==> src/rtl/sm3_tt2_pkg.sv <==
package sm3_tt2_pkg;
  localparam int WORD_W = 32;
  localparam int LANES  = 4;
  localparam int VEC_W  = WORD_W * LANES;
  localparam int SEL_W  = $clog2(LANES);

  typedef logic [WORD_W-1:0] word_t;
  typedef logic [VEC_W-1:0]  vec_t;

  function automatic word_t rotl(input word_t x, input int unsigned n);
    word_t r;
    r = (n == 0) ? x : ((x << n) | (x >> (WORD_W - n)));
    return r;
  endfunction

  function automatic word_t xor3(input word_t a, input word_t b, input word_t c);
    return a ^ b ^ c;
  endfunction

  function automatic word_t p0(input word_t x, input int unsigned ra, input int unsigned rb);
    return x ^ rotl(x, ra) ^ rotl(x, rb);
  endfunction

  function automatic word_t add4(input word_t a, input word_t b, input word_t c, input word_t d);
    word_t s;
    s = a + b;
    s = s + c;
    s = s + d;
    return s;
  endfunction

  function automatic word_t lane_of(input vec_t v, input int unsigned idx);
    return v[idx*WORD_W +: WORD_W];
  endfunction
endpackage

==> src/rtl/tt2_lane_pick.sv <==
module tt2_lane_pick
  import sm3_tt2_pkg::*;
#(
  parameter int N_LANES = LANES,
  parameter int LW      = WORD_W,
  localparam int IW     = $clog2(N_LANES)
) (
  input  logic [N_LANES*LW-1:0] vec,
  input  logic [IW-1:0]         sel,
  output logic [LW-1:0]         word
);
  logic [LW-1:0] lanes [N_LANES];

  for (genvar g = 0; g < N_LANES; g++) begin : g_split
    assign lanes[g] = vec[g*LW +: LW];
  end

  assign word = lanes[sel];
endmodule

==> src/rtl/tt2_new_word.sv <==
module tt2_new_word
  import sm3_tt2_pkg::*;
#(
  parameter int unsigned ROT_A = 9,
  parameter int unsigned ROT_B = 17
) (
  input  vec_t  acc,
  input  word_t aux_top,
  input  word_t msg_word,
  output word_t mix,
  output word_t sum,
  output word_t word
);
  assign mix  = xor3(lane_of(acc, 1), lane_of(acc, 2), lane_of(acc, 3));
  assign sum  = add4(mix, lane_of(acc, 0), aux_top, msg_word);
  assign word = p0(sum, ROT_A, ROT_B);
endmodule

==> src/rtl/tt2_lane_shuffle.sv <==
module tt2_lane_shuffle
  import sm3_tt2_pkg::*;
#(
  parameter int unsigned ROT_MID = 19
) (
  input  vec_t  acc,
  input  word_t top_word,
  output vec_t  result
);
  assign result = {top_word,
                   lane_of(acc, 3),
                   rotl(lane_of(acc, 2), ROT_MID),
                   lane_of(acc, 1)};
endmodule

==> src/rtl/tt2_hold_reg.sv <==
module tt2_hold_reg #(
  parameter int W = 128
) (
  input  logic         clk,
  input  logic         rst,
  input  logic         load_req,
  input  logic [W-1:0] d,
  input  logic         drain,
  output logic         accept,
  output logic         full,
  output logic [W-1:0] q
);
  logic take;

  assign accept = !full || drain;
  assign take   = load_req && accept;

  always_ff @(posedge clk) begin
    if (rst) begin
      full <= 1'b0;
    end else if (take) begin
      full <= 1'b1;
    end else if (drain) begin
      full <= 1'b0;
    end
  end

  always_ff @(posedge clk) begin
    if (take) begin
      q <= d;
    end
  end
endmodule

==> src/rtl/sm3_tt2_step.sv <==
module sm3_tt2_step
  import sm3_tt2_pkg::*;
#(
  parameter int unsigned ROT_A   = 9,
  parameter int unsigned ROT_B   = 17,
  parameter int unsigned ROT_MID = 19
) (
  input  logic               clk,
  input  logic               rst,
  input  logic               in_valid,
  output logic               in_ready,
  input  logic [VEC_W-1:0]   acc_vec,
  input  logic [VEC_W-1:0]   aux_vec,
  input  logic [VEC_W-1:0]   msg_vec,
  input  logic [SEL_W-1:0]   lane_sel,
  output logic               out_valid,
  input  logic               out_ready,
  output logic [VEC_W-1:0]   out_vec
);
  word_t msg_word_w;
  word_t mix_w;
  word_t sum_w;
  word_t top_w;
  vec_t  next_vec_w;
  logic  fire_w;
  logic  stall_w;

  tt2_lane_pick #(.N_LANES(LANES), .LW(WORD_W)) u_pick (
    .vec  (msg_vec),
    .sel  (lane_sel),
    .word (msg_word_w)
  );

  tt2_new_word #(.ROT_A(ROT_A), .ROT_B(ROT_B)) u_word (
    .acc      (acc_vec),
    .aux_top  (lane_of(aux_vec, LANES - 1)),
    .msg_word (msg_word_w),
    .mix      (mix_w),
    .sum      (sum_w),
    .word     (top_w)
  );

  tt2_lane_shuffle #(.ROT_MID(ROT_MID)) u_shuffle (
    .acc      (acc_vec),
    .top_word (top_w),
    .result   (next_vec_w)
  );

  tt2_hold_reg #(.W(VEC_W)) u_out (
    .clk      (clk),
    .rst      (rst),
    .load_req (in_valid),
    .d        (next_vec_w),
    .drain    (out_ready),
    .accept   (in_ready),
    .full     (out_valid),
    .q        (out_vec)
  );

  assign fire_w  = in_valid && in_ready;
  assign stall_w = out_valid && !out_ready;
endmodule

==> config.mk <==
export PLATFORM = sky130hd
export DESIGN_NAME = sm3_tt2_step
export DESIGN_NICKNAME = d
export VERILOG_FILES = /design/src/rtl/sm3_tt2_pkg.sv /design/src/rtl/tt2_lane_pick.sv /design/src/rtl/tt2_new_word.sv /design/src/rtl/tt2_lane_shuffle.sv /design/src/rtl/tt2_hold_reg.sv /design/src/rtl/sm3_tt2_step.sv
export SDC_FILE = /design/constraint.sdc
export NUM_CORES = 1
export LEC_CHECK = 0
export ABC_CLOCK_PERIOD_IN_PS = 9560
export CAP_MARGIN = 0
export CORE_AREA = 2 2 200 202
export CTS_BUF_LIST = sky130_fd_sc_hd__clkbuf_16
export DETAILED_ROUTE_END_ITERATION = 8
export DIE_AREA = 0 0 202 204
export RECOVER_POWER = 100
export SYNTH_ARGS = -nofsm -noshare
export SYNTH_HDL_FRONTEND = slang
export SYNTH_HIERARCHICAL = 1
export SYNTH_SLANG_ARGS = --single-unit
==> constraint.sdc <==
create_clock -name clk -period 9.56 [get_ports clk]
set_input_delay 1.434 -clock clk [delete_from_list [all_inputs] [get_ports clk]]
set_output_delay 1.434 -clock clk [all_outputs]
set_load 0.005 [all_outputs]
==> metrics.md <==
| Metric | Value |
|---|---|
| Outcome | `finished with violations` |
| Violated checks | `max-capacitance violations, max-slew violations` |
| Critical path's slowest cell | `clkbuf_1` |
| Largest net degree at the start of global routing | `49` |
| Final cell utilization of the core | `0.3805` |
| Fraction of layout cells with a size suffix above 1 | `0.06672` |
| Post-DRT Antenna Nets | `0` |
| Post-DP HPWL | `25.32 mm` |
| GRT overflow | `0` |
| Crit-path leading delay family | `compound AO/OA/AOI/OAI gates` |
| Via count | `7,034` |
| CP max stage delay | `0.81 ns` |
| Peak supply drop | `0.2006 mV` |
| Bufs on Longest Clock Path | `2` |
| Commonest non-fill, non-tap cell in the layout | `dlygate4sd3_1` |
| Mapped Area | `0.01057 mm²` |
| MaxCap Viol Count | `2` |
| Clk Latency, worst-skew pair | `0.44 ns` |
| DRC errors left | `0` |
| Diodes inserted | `0` |
| Setup TNS | `0 ns` |
| Dpl cells | `1,677` |
| Final worst-path cycle share | `0.7939` |
| Startpoint Class | `primary input` |
| Final hold viol count | `0` |
| Slew @ Worst Pin | `2.698 ns` |
| Cell Rows | `73` |
| Pleak | `6.055 nW` |
| Max-slew headroom | `-0.7990` |
| Worst endpoint data arrival time | `7.77 ns` |
| CTS tree | `built` |
| I/O Pins | `520` |
| Synth Instances | `869` |
| Clock Skew | `0.004891 ns` |
| CP Cell Sequence | `clkbuf_1 -> clkbuf_1 -> mux4_2 -> fa_1 -> inv_1 -> fa_1 -> inv_1 -> ha_1 -> fa_1 -> a21o_1 -> a221o_2 -> a21oi_1 -> o31ai_1 -> a211oi_4 -> xnor2_1 -> xor3_1` |
| DR pass1 iterations | `4` |
| Final setup viols | `0` |
| Most frequent cells in the layout | `227 x dlygate4sd3_1, 194 x clkdlybuf4s50_1, 161 x inv_1, 128 x edfxtp_1, 98 x xnor2_1` |
| Dpl ws | `2.632 ns` |
| Core area | `0.03918 mm²` |
| Placer congestion estimate | `0.8113` |
| Critical path class | `primary input to flip-flop` |
| Die area | `0.04121 mm²` |
| Setup WS post-layout | `1.970 ns` |
| Hold Buf Count CTS | `0` |
| Worst-path clk slew | `0.06 ns` |
| YS warnings | `6` |
| Fmax | `0.1318 GHz` |
| Critical path required time | `9.74 ns` |
| Initial antenna violation count | `0` |
| Wirelength per Cell | `17.55 µm` |
| Chip width | `202 µm` |
| Post-CTS Repair Setup Buffers | `0` |
| Layout overhead on the synthesized area | `41.06%` |
| Cell repeated most along the worst path | `fa_1` |
| Hold crit path type | `flip-flop to flip-flop` |
| Final wirelength | `30.00 mm` |
| Syn Nets | `1,352` |
| Post-CTS sizing | `0` |
| Crit path max fanout | `12` |
| Vias in the first global route | `7,695` |
| H-tree Lvls | `4` |
| Worst Path Buf+Inv | `4` |
| Die Y | `204 µm` |
| Final std cells w/o fill | `1,709` |
| Final Net Count | `1,654` |
| Minimum clock period | `7.590 ns` |
| Starting density of the core | `0.2697` |
| Max-slew violations | `84` |
| DRT iter0 DRCs | `415` |
| Port bufs | `423` |
| Power density over the cells | `296.3 mW/mm²` |
| Fillers | `3,811` |
| First-pass GRT wire length | `45.03 mm` |
| Total GRT Usage | `0.1475` |
| Unrepaired setup endpoints after global routing | `false` |
| Clk sinks | `129` |
| Clk Tree Root Cell | `clkbuf_16` |
| TritonCTS Buffers | `17` |
| CP endpoint kind | `flip-flop` |
| Vias/cell | `4.116` |
| Syn Area/Cell | `12.16 µm²` |
worst paths after layout:
kind | from | to | slack [ns] | cells after the start
worst min register to register | u_out/full$_SDFFE_PP0P_ | u_out/full$_SDFFE_PP0P_ | 0.54 | 2
worst min-delay path | u_out/full$_SDFFE_PP0P_ | u_out/full$_SDFFE_PP0P_ | 0.54 | 2
worst max register to register | u_out/full$_SDFFE_PP0P_ | u_out/q[21]$_DFFE_PP_ | 3.51 | 4
worst max-delay path | lane_sel[0] | u_out/q[123]$_DFFE_PP_ | 1.97 | 16
sequential cells by signal (all words and copies together), names as in the netlist:
name	count
u_out/full	1
u_out/q	128
metal layers:
layer | routed length (µm) | GRT usage | vias up
li1 | - | - | 3371
met1 | 12530 | 0.1783 | 3392
met2 | 15170 | 0.2574 | 250
met3 | 1902 | 0.03970 | 21
met4 | 399 | 0.04254 | 0
met5 | 0 | 0 | -
tightest hold or removal path: stages (launching register included):
cell      delay, ns
dfxtp_1        0.31
nand2b_1       0.12
a21oi_2        0.07
final cells by class:
| class | instances | area, µm² | area share |
|---|---|---|---|
| Multi-Input combinational cell | 434 | 4931 | 0.3308 |
| Timing Repair Buffer | 428 | 4250 | 0.2851 |
| Sequential cell | 129 | 3864 | 0.2592 |
| Tap cell | 525 | 656.9 | 0.04406 |
| Inverter | 161 | 604.3 | 0.04054 |
| Clock buffer | 17 | 425.4 | 0.02854 |
| Clock inverter | 15 | 176.4 | 0.01183 |
power by group:
part | internal [mW] | total, mW | switching [mW]
combinational | 1.42 | 2.79 | 1.37
clock | 0.392 | 0.686 | 0.294
sequential | 0.916 | 0.939 | 0.0237
metrics by stage:
step / cell area [µm²] / total power [mW] / hold slack (ns)
floorplan: 10570 / 3.769 / 0.4999
global placement: 14390 / 3.838 / 0.4900
detailed placement: 14390 / 3.854 / 0.5093
CTS: 14990 / 4.576 / 0.5196
global route: 14910 / 4.754 / 0.5905
finish: 14910 / 4.418 / 0.5442
Note: power is estimated with default switching activity, not from simulation.
